## config.mk

```make
export PLATFORM = sky130hd
export DESIGN_NAME = dac_init_seq
export DESIGN_NICKNAME = d
export VERILOG_FILES = /design/src/rtl/dac_init_pkg.sv /design/src/rtl/dac_init_timer.sv /design/src/rtl/dac_init_table.sv /design/src/rtl/dac_init_ctrl.sv /design/src/rtl/dac_init_seq.sv
export SDC_FILE = /design/constraint.sdc
export NUM_CORES = 1
export LEC_CHECK = 0
export BUFFER_PORTS_ARGS = -buffer_cell sky130_fd_sc_hd__clkbuf_2
export CAP_MARGIN = 20
export CORE_MARGIN = 4
export CORE_UTILIZATION = 40
export CTS_CLUSTER_DIAMETER = 30
export DETAILED_ROUTE_END_ITERATION = 8
export GPL_TIMING_DRIVEN = 1
export MAX_ROUTING_LAYER = met4
export PLACE_DENSITY = 0.63
export SLEW_MARGIN = 20
export SYNTH_ARGS = -nofsm -noshare
export SYNTH_HDL_FRONTEND = slang
export SYNTH_SLANG_ARGS = --single-unit
```

## constraint.sdc

```tcl
create_clock -name clk_i -period 2.4 [get_ports clk_i]
set_input_delay 0.48 -clock clk_i [delete_from_list [all_inputs] [get_ports clk_i]]
set_output_delay 0.48 -clock clk_i [all_outputs]
set_load 0.1 [all_outputs]
```

## src/rtl/dac_init_pkg.sv

```systemverilog
package dac_init_pkg;
  localparam int BYTE_W = 8;

  typedef enum logic [2:0] {
    ST_IDLE, ST_HOLD, ST_SETTLE, ST_ISSUE, ST_GAP, ST_DONE
  } seq_state_e;

  localparam logic [7:0] A_IFCFG   = 8'h14;
  localparam logic [7:0] A_IFSTAT  = 8'h11;
  localparam logic [7:0] A_ERRSTAT = 8'h17;
  localparam logic [7:0] A_XFER    = 8'h0F;
  localparam logic [7:0] A_LOAD16  = 8'h1C;
  localparam logic [7:0] A_LOAD24  = 8'h1D;
  localparam logic [7:0] A_RANGE   = 8'h1A;
  localparam logic [7:0] A_VREF    = 8'h15;

  localparam logic [7:0] D_PULLUP  = 8'h44;
  localparam logic [7:0] D_CLEAR   = 8'h01;
  localparam logic [7:0] D_RANGE05 = 8'h11;
  localparam logic [7:0] D_EXTREF  = 8'h02;
  localparam logic [7:0] D_TWOLANE = 8'h40;

  typedef struct packed {
    logic       bcast;
    logic [7:0] addr;
    logic [7:0] data;
  } wr_op_t;
endpackage

```

## src/rtl/dac_init_timer.sv

```systemverilog
module dac_init_timer #(
  parameter int CNT_W = 8
) (
  input  logic             clk_i,
  input  logic             rst_ni,
  input  logic             clr_i,
  input  logic             en_i,
  output logic [CNT_W-1:0] cnt_o
);
  always_ff @(posedge clk_i or negedge rst_ni) begin
    if (!rst_ni)    cnt_o <= '0;
    else if (clr_i) cnt_o <= '0;
    else if (en_i)  cnt_o <= cnt_o + 1'b1;
  end
endmodule

```

## src/rtl/dac_init_table.sv

```systemverilog
module dac_init_table
  import dac_init_pkg::*;
#(
  parameter int NUM_CHIPS = 16,
  parameter int STEP_W    = 7,
  parameter int CHIP_W    = 4
) (
  input  logic [STEP_W-1:0] step_i,
  output wr_op_t            op_o,
  output logic [CHIP_W-1:0] chip_o,
  output logic              last_o
);
  localparam int CHIP_END = 3 + 4 * NUM_CHIPS;

  logic [STEP_W-1:0] rel;

  always_comb begin
    rel    = step_i - STEP_W'(3);
    chip_o = rel[CHIP_W+1:2];
    op_o   = '{bcast: 1'b1, addr: A_XFER, data: D_TWOLANE};
    last_o = 1'b0;
    if (step_i == STEP_W'(0)) begin
      op_o = '{bcast: 1'b1, addr: A_IFCFG, data: D_PULLUP};
    end else if (step_i == STEP_W'(1) || step_i == STEP_W'(CHIP_END)) begin
      op_o = '{bcast: 1'b1, addr: A_IFSTAT, data: D_CLEAR};
    end else if (step_i == STEP_W'(2) || step_i == STEP_W'(CHIP_END + 1)) begin
      op_o = '{bcast: 1'b1, addr: A_ERRSTAT, data: D_CLEAR};
    end else if (step_i < STEP_W'(CHIP_END)) begin
      unique case (rel[1:0])
        2'd0:    op_o = '{bcast: 1'b0, addr: A_LOAD16, data: 8'h00};
        2'd1:    op_o = '{bcast: 1'b0, addr: A_LOAD24, data: 8'h00};
        2'd2:    op_o = '{bcast: 1'b0, addr: A_RANGE,  data: D_RANGE05};
        default: op_o = '{bcast: 1'b0, addr: A_VREF,   data: D_EXTREF};
      endcase
    end else begin
      last_o = 1'b1;
    end
  end
endmodule

```

## src/rtl/dac_init_ctrl.sv

```systemverilog
module dac_init_ctrl
  import dac_init_pkg::*;
#(
  parameter int               STEP_W      = 7,
  parameter int               CNT_W       = 8,
  parameter logic [CNT_W-1:0] HOLD_LAST   = '0,
  parameter logic [CNT_W-1:0] SETTLE_LAST = '0
) (
  input  logic              clk_i,
  input  logic              rst_ni,
  input  logic              start_i,
  input  logic              wr_done_i,
  input  logic              last_i,
  input  logic [CNT_W-1:0]  cnt_i,
  output seq_state_e        state_o,
  output logic [STEP_W-1:0] step_o,
  output logic              tmr_clr_o,
  output logic              tmr_en_o
);
  logic hold_hit, settle_hit;

  assign hold_hit   = (state_o == ST_HOLD)   && (cnt_i == HOLD_LAST);
  assign settle_hit = (state_o == ST_SETTLE) && (cnt_i == SETTLE_LAST);
  assign tmr_en_o   = (state_o == ST_HOLD) || (state_o == ST_SETTLE);
  assign tmr_clr_o  = start_i || hold_hit || !tmr_en_o;

  always_ff @(posedge clk_i or negedge rst_ni) begin
    if (!rst_ni) begin
      state_o <= ST_IDLE;
      step_o  <= '0;
    end else if (start_i) begin
      state_o <= ST_HOLD;
      step_o  <= '0;
    end else begin
      unique case (state_o)
        ST_HOLD:   if (hold_hit) state_o <= ST_SETTLE;
        ST_SETTLE: if (settle_hit) state_o <= ST_ISSUE;
        ST_ISSUE: begin
          if (wr_done_i) begin
            if (last_i) begin
              state_o <= ST_DONE;
            end else begin
              state_o <= ST_GAP;
              step_o  <= step_o + 1'b1;
            end
          end
        end
        ST_GAP:  state_o <= ST_ISSUE;
        default: state_o <= state_o;
      endcase
    end
  end
endmodule

```

## src/rtl/dac_init_seq.sv

```systemverilog
module dac_init_seq
  import dac_init_pkg::*;
#(
  parameter int NUM_CHIPS   = 16,
  parameter int HOLD_CYCLES = 64,
  parameter int CLK_HZ      = 250_000_000,
  parameter int SETTLE_MS   = 300
) (
  input  logic                 clk_i,
  input  logic                 rst_ni,
  input  logic                 start_i,
  input  logic                 alert_ni,
  input  logic                 wr_done_i,
  output logic                 dac_rst_no,
  output logic                 wr_req_o,
  output logic [BYTE_W-1:0]    wr_addr_o,
  output logic [BYTE_W-1:0]    wr_data_o,
  output logic [NUM_CHIPS-1:0] wr_cs_o,
  output logic                 busy_o,
  output logic                 done_o,
  output logic                 alert_o
);
  localparam longint SETTLE_L   = (longint'(CLK_HZ) * longint'(SETTLE_MS)) / 64'd1000;
  localparam int     SETTLE_CYC = (SETTLE_L < 1) ? 1 : int'(SETTLE_L);
  localparam int     HOLD_CYC   = (HOLD_CYCLES < 1) ? 1 : HOLD_CYCLES;
  localparam int     CNT_MAX    = (SETTLE_CYC > HOLD_CYC) ? SETTLE_CYC : HOLD_CYC;
  localparam int     CNT_W      = $clog2(CNT_MAX + 1);
  localparam int     NUM_STEPS  = 4 * NUM_CHIPS + 6;
  localparam int     STEP_W     = $clog2(NUM_STEPS);
  localparam int     CHIP_W     = (NUM_CHIPS > 1) ? $clog2(NUM_CHIPS) : 1;
  localparam logic [CNT_W-1:0] HOLD_LAST   = CNT_W'(HOLD_CYC - 1);
  localparam logic [CNT_W-1:0] SETTLE_LAST = CNT_W'(SETTLE_CYC - 1);

  seq_state_e        state;
  logic [STEP_W-1:0] step;
  logic [CNT_W-1:0]  cnt;
  logic              tmr_clr, tmr_en, last;
  wr_op_t            op;
  logic [CHIP_W-1:0] chip;
  logic [1:0]        alert_sync;

  dac_init_timer #(.CNT_W(CNT_W)) u_timer (
    .clk_i (clk_i), .rst_ni(rst_ni), .clr_i(tmr_clr), .en_i(tmr_en), .cnt_o(cnt)
  );

  dac_init_ctrl #(
    .STEP_W(STEP_W), .CNT_W(CNT_W), .HOLD_LAST(HOLD_LAST), .SETTLE_LAST(SETTLE_LAST)
  ) u_ctrl (
    .clk_i    (clk_i),
    .rst_ni   (rst_ni),
    .start_i  (start_i),
    .wr_done_i(wr_done_i),
    .last_i   (last),
    .cnt_i    (cnt),
    .state_o  (state),
    .step_o   (step),
    .tmr_clr_o(tmr_clr),
    .tmr_en_o (tmr_en)
  );

  dac_init_table #(.NUM_CHIPS(NUM_CHIPS), .STEP_W(STEP_W), .CHIP_W(CHIP_W)) u_table (
    .step_i(step), .op_o(op), .chip_o(chip), .last_o(last)
  );

  assign wr_req_o   = (state == ST_ISSUE);
  assign wr_addr_o  = op.addr;
  assign wr_data_o  = op.data;
  assign dac_rst_no = !((state == ST_IDLE) || (state == ST_HOLD));
  assign done_o     = (state == ST_DONE);
  assign busy_o     = !((state == ST_IDLE) || (state == ST_DONE));

  for (genvar g = 0; g < NUM_CHIPS; g++) begin : g_cs
    assign wr_cs_o[g] = wr_req_o && (op.bcast || (chip == CHIP_W'(g)));
  end

  // two-flop synchronizer on the asynchronous alert pin
  always_ff @(posedge clk_i or negedge rst_ni) begin
    if (!rst_ni) alert_sync <= 2'b11;
    else         alert_sync <= {alert_sync[0], alert_ni};
  end
  assign alert_o = !alert_sync[1];
endmodule

```

After elaboration in Yosys (flattened, before gate mapping)
Cells that the tools add are included.

cells by class
  add/sub/neg operators = 3
  order comparisons = 1
  equality and inequality tests = 32
  muxes and demuxes = 21
  reduce and logical (&&, ||, !) cells = 55

operator list
  kind                     number
  $mux W17                 4
  $mux W27                 2
  $pmux W12 S3             1
  $eq A4 B4 Y1 const B     8
  $mux W7                  4
  $add A27 B1 Y27 const B  1
  $eq A27 B27 Y1 const B   1
  $eq A27 B6 Y1 const B    1
  $logic_or A1 B1 Y1       23
  $logic_and A1 B1 Y1      18
  $eq A4 B3 Y1 const B     4
  $eq A7 B7 Y1 const B     2
  $mux W3                  4
  $pmux W3 S4              1
  $eq A4 B2 Y1 const B     2
  $add A7 B1 Y7 const B    1
  $eq A7 B1 Y1 const B     1
  $eq A7 B2 Y1 const B     1
  $logic_not A7 Y1         1
  $lt A7 B7 Y1 const B     1
  $eq A3 B2 Y1 const B     2
  $eq A3 B3 Y1 const B     2
  $ne A3 B2 Y1 const B     2
  $reduce_bool A2 Y1       3
  other kinds (15)         22

word-level totals
  register bits = 39
  output and inout port bits = 37

Logic depth before layout (Yosys ltp)
  depth after elaboration = 9
  gate-level depth with buffers = 9
  mapped depth without buffers = 7

Hierarchy
From an unflattened synthesis, not the netlist that was laid out.

second synthesis, totals
  cell total of the unflattened synthesis = 309
  area, all modules = 2728.9 µm²

by module, submodules not included
  module          instances  cells an instance  area each (µm²)  sequential area each (µm²)
  dac_init_timer  1          139                1372.6           675.6
  dac_init_ctrl   1          72                 649.4            250.2
  dac_init_seq    1          48                 367.9            52.6
  dac_init_table  1          50                 339.1            0.0

Worst setup path after synthesis
OpenSTA, ideal clock, no wires.

  path type = reg2out
  start = reg u_ctrl.step_o[0]
  end = out wr_addr_o[3]
  arrival time = 3.661 ns
  required time = 1.920 ns
  path slack = -1.741 ns
  stages on the path, launching flop included = 8
  path buffers = 1
  cells stage by stage = dfrtp_1 buf_2 inv_1 ha_1 or2_2 a21oi_1 nor2_1 a311oi_1

between the ends
  longest elaborated chain between the ends = 7

ends and longest elaborated chain
  what                                  RTL line              text
  from (decl)                           dac_init_ctrl.sv:16   output logic [STEP_W-1:0] step_o,
  from (signal assigned)                dac_init_ctrl.sv:44   step_o <= step_o + 1'b1;
  $sub A6 B2 Y6                         dac_init_table.sv:18  rel = step_i - STEP_W'(3);
  $eq A2 B2 Y1 (tied with other cells)  dac_init_table.sv:29  unique case (rel[1:0])
  $pmux W12 S3                          dac_init_table.sv:29
  $mux W17                              dac_init_table.sv:28  end else if (step_i < STEP_W'(CHIP_END)) begin
  $mux W17                              dac_init_table.sv:26  end else if (step_i == STEP_W'(2) || step_i == STEP_W'(CHIP_END + 1)) begin
  $mux W17                              dac_init_table.sv:24  end else if (step_i == STEP_W'(1) || step_i == STEP_W'(CHIP_END)) begin
  $mux W17 (*)                          dac_init_table.sv:22  if (step_i == STEP_W'(0)) begin
  to (decl)                             dac_init_seq.sv:16    output logic [BYTE_W-1:0] wr_addr_o,

Every way passes the cells marked *; elsewhere a longest branch is shown, timed or not.

Worst setup path after layout
  start = reg u_ctrl.step_o[2]
  end = out wr_cs_o[14]

between the ends
  longest elaborated chain between the ends = 7

ends and longest elaborated chain
  what                                            RTL line                                    text
  $lt A7 B7 Y1 (tied with other cells)            dac_init_table.sv:28
  $mux W17 or $logic_or A1 B1 Y1 (tied branches)  dac_init_table.sv:28, dac_init_table.sv:26
  $mux W17                                        dac_init_table.sv:26
  $mux W17                                        dac_init_table.sv:24
  $mux W17                                        dac_init_table.sv:22
  $logic_or A1 B1 Y1 (*)                          dac_init_seq.sv:73                          assign wr_cs_o[g] = wr_req_o && (op.bcast || (chip == CHIP_W'(g)));
  $logic_and A1 B1 Y1 (*)                         dac_init_seq.sv:73
  to (decl)                                       dac_init_seq.sv:18                          output logic [NUM_CHIPS-1:0] wr_cs_o,

Marks and branches as above.

==> summary.txt <==
Global route
  – First-pass GRT wire length: 13300 microns
  – Tot GR Track Use: 0.198
  – Global route total overflow: 0
  – Largest net degree at the start of global routing: 40
  – Vias in the first global route: 2673
  – Initial antenna violation count: 0

Floorplanning
  – Core area: 6530 sq um
  – I/O Pins: 42
  – Die area: 8280 sq um
  – Rows: 29
  – Die X: 91.0 microns
  – Starting Density: 0.422
  – Die height: 91.0 microns

Detailed routing
  – Vias/cell: 5.71
  – Final WL: 8100 microns
  – Routed Antenna Nets: 0
  – Initial DRT Pass Iterations: 4
  – DRC errors left: 0
  – DR vias: 2805
  – Initial DRC Count: 204
  – Mean routed wirelength per cell: 16.5 microns

Timing
  – Worst Tran Pin Value: 0.540 ns
  – Final Max Slew Viols: 0
  – Min Clock Period, post-route: 2.62 ns
  – Fmax achieved: 0.381 GHz
  – Clock Skews: 0.00378 ns
  – Final setup margin: -0.223 ns
  – Fin. Hold Viols: 0
  – Final worst path period share: 1.09
  – Slew HR: 0.642
  – Unrepaired setup endpoints after global routing: true
  – Final setup violation count: 23

Placement
  – Port bufs: 35
  – Routability cong.: 0.871
  – Place WS: -0.0427 ns
  – DP Wirelength: 5330 microns

Yosys
  – Ys async rst share: 1.00
  – Post-synth EDFFs: 0
  – Yosys reg bits: 39
  – Register area share after synthesis: 0.355
  – Mapped Cells: 337
  – Count leader, synth: nor2_1
  – Largest area contributor in the netlist: dfrtp_1
  – Syn_area_per_cell: 8.17 sq um
  – Synth top area cells: dfrtp_1, nor2_1, xor2_1
  – Most instantiated cells after synthesis: nor2_1, nand2_1, dfrtp_1
  – Synth top area share: 0.336
  – Yosys warns: 0
  – Post-synth top flop: dfrtp_1
  – Netlist cell types: 54
  – Synth Cell Area: 2750 sq um

Final layout
  – Final nets: 423
  – Area grow syn2layout: 60.7%
  – Diodes inserted: 0
  – Final Util: 0.678
  – Layout cells sized above 1: 0.408

Power
  – Switching Share: 0.256
  – Leak Pwr: 1.80 nW
  – Gate power share: 0.074
  – Sw Pwr: 0.000303 W
  – Seq pwr share: 0.564
  – Internal Power: 0.000881 W
  – Clock Power Share: 0.362
  – Power density over the cells: 268 nW/um^2
  – Max rail drop VDD: 0.183 mV

Clock tree
  – Clk Latency, worst-skew pair: 0.29 ns
  – CTS tree: done
  – Root buf cell: clkbuf_8
  – Num CTS Buffers: 5
  – Hold-fix buffers, CTS: 0
  – Worst-path clk slew: 0.07 ns
  – Htree depth: 2
  – CTS max path bufs: 2
  – Clock Sinks: 39

Worst setup path
  – Crit Reg-Reg Startpoint: u_ctrl.step_o[0]
  – Crit path launch: u_ctrl.step_o[2]
  – Data required time of the critical path: 1.92 ns
  – Crit Path Max Fanout: 8
  – Reg-to-reg critical path endpoint: u_ctrl.step_o[1]
  – Internal reg-to-reg setup slack: 0.08 ns
  – CP endpoint: wr_cs_o[14]
  – Critical Path Start Type: flop
  – Critical path class: flop to primary output
  – Register-to-Register Path Depth: 10
  – Worst EP arrival: 2.14 ns
  – Setup crit end kind: primary output

Run status
  – Outcome: finished, violations left
  – Failing checks: setup timing

Min path
  – Worst Hold Class: input port to async pin

Job
  – Max Cap Viol: 0
power groups by stage:
stage               combinational (W)  sequential (W)  clock (W)
floorplan                   0.0000727        0.000680          0
global placement            0.0000875        0.000681          0
detailed placement          0.0000878        0.000681          0
CTS                         0.0000880        0.000668   0.000438
global route                0.0000939        0.000669   0.000478
finish                      0.0000871        0.000668   0.000429
sequential cells by signal (all words and copies together), names as in the netlist:
name	cells
u_timer.cnt_o	27
u_ctrl.step_o	7
alert_sync	2
u_ctrl.state_o	3
per-layer routing:
metal  GRT usage  share of wire  up-vias
li1            -              -     1325
met1       0.272           0.47     1384
met4      0.0666          0.021        0
met5           -              0        -
met2       0.298           0.47       79
met3      0.0322          0.041       17
metrics by stage:
step	total power (W)	hold WS (ns)	setup TNS, ns	cell area (sq um)	std cells
2_1_floorplan	0.000753	0.184	-3.61	3140	342
3_3_place_gp	0.000768	0.350	0	3920	463
3_5_place_dp	0.000769	0.354	-0.106	3920	463
4_1_cts	0.00119	0.255	-3.96	4310	487
5_1_grt	0.00124	0.250	-6.03	4430	491
6_report	0.00118	0.233	-4.07	4430	491
placed cells by master (no fill, tap or decap), types with 5 or more instances in the layout:
cell      count
nand4_1      12
nand2_2       6
and2_1        6
buf_12       29
nand3_1      15
xor2_1       19
clkbuf_8      5
buf_4        36
dfrtp_1      35
and4_1        6
nand2_4       5
nor2_1       44
nor4_1        5
nand2_1      27
buf_6        12
a21oi_1       6
and3_1        5
conb_1        6
clkbuf_2      8
inv_1         9
a21oi_4      19
xnor2_1      11
worst max-delay path: stages (launching register included):
cell     delay, ns
dfrtp_2       0.45
or4_4         0.56
o21ai_4       0.17
nand2_4       0.12
buf_16        0.18
a21oi_4       0.18
buf_12        0.19
logic make-up (layout without fill, tap and decap cells):
family	after synthesis	after routing	synth area share
other	1	6	0.00136
XOR/XNOR	30	30	0.0954
buffers and inverters	36	108	0.0650
multiplexers	2	2	0.00772
flip-flops	39	39	0.355
AND/OR/NAND/NOR	163	163	0.310
adder cells (fa/ha/maj)	5	5	0.0227
AO/OA/AOI/OAI	61	61	0.142
worst min path at each step:
| stage | slack [ns] | depth (start not counted) | to | startpoint |
|---|---|---|---|---|
| after detailed placement | 0.35 | 0 | alert_sync[1] | alert_sync[0] |
| final | 0.23 | 2 | u_timer.cnt_o[7] | rst_ni |
| after global placement | 0.35 | 0 | alert_sync[1] | alert_sync[0] |
| after CTS | 0.26 | 2 | u_timer.cnt_o[9] | rst_ni |
| after floorplan | 0.18 | 0 | u_ctrl.state_o[0] | rst_ni |
| after global routing | 0.25 | 1 | alert_sync[0] | alert_ni |
what timing repair did:
item | in CTS | in global routing
buffers inserted | 14 | 6
setup endpoints to repair | 24 | 26
pin swaps | 22 | 19
gates resized for setup | 37 | 27
cloned | 2 | 0
area by class of cell:
cell class / instances / area, sq um
multi-input cells: 267 / 2130
fillers: 491 / 2110
repair buffers: 87 / 1080
flip-flops and latches: 39 / 981
well taps: 77 / 96.3
clock buffers: 8 / 80.1
inverters: 13 / 61.3
(Power assumes the default switching activity.)
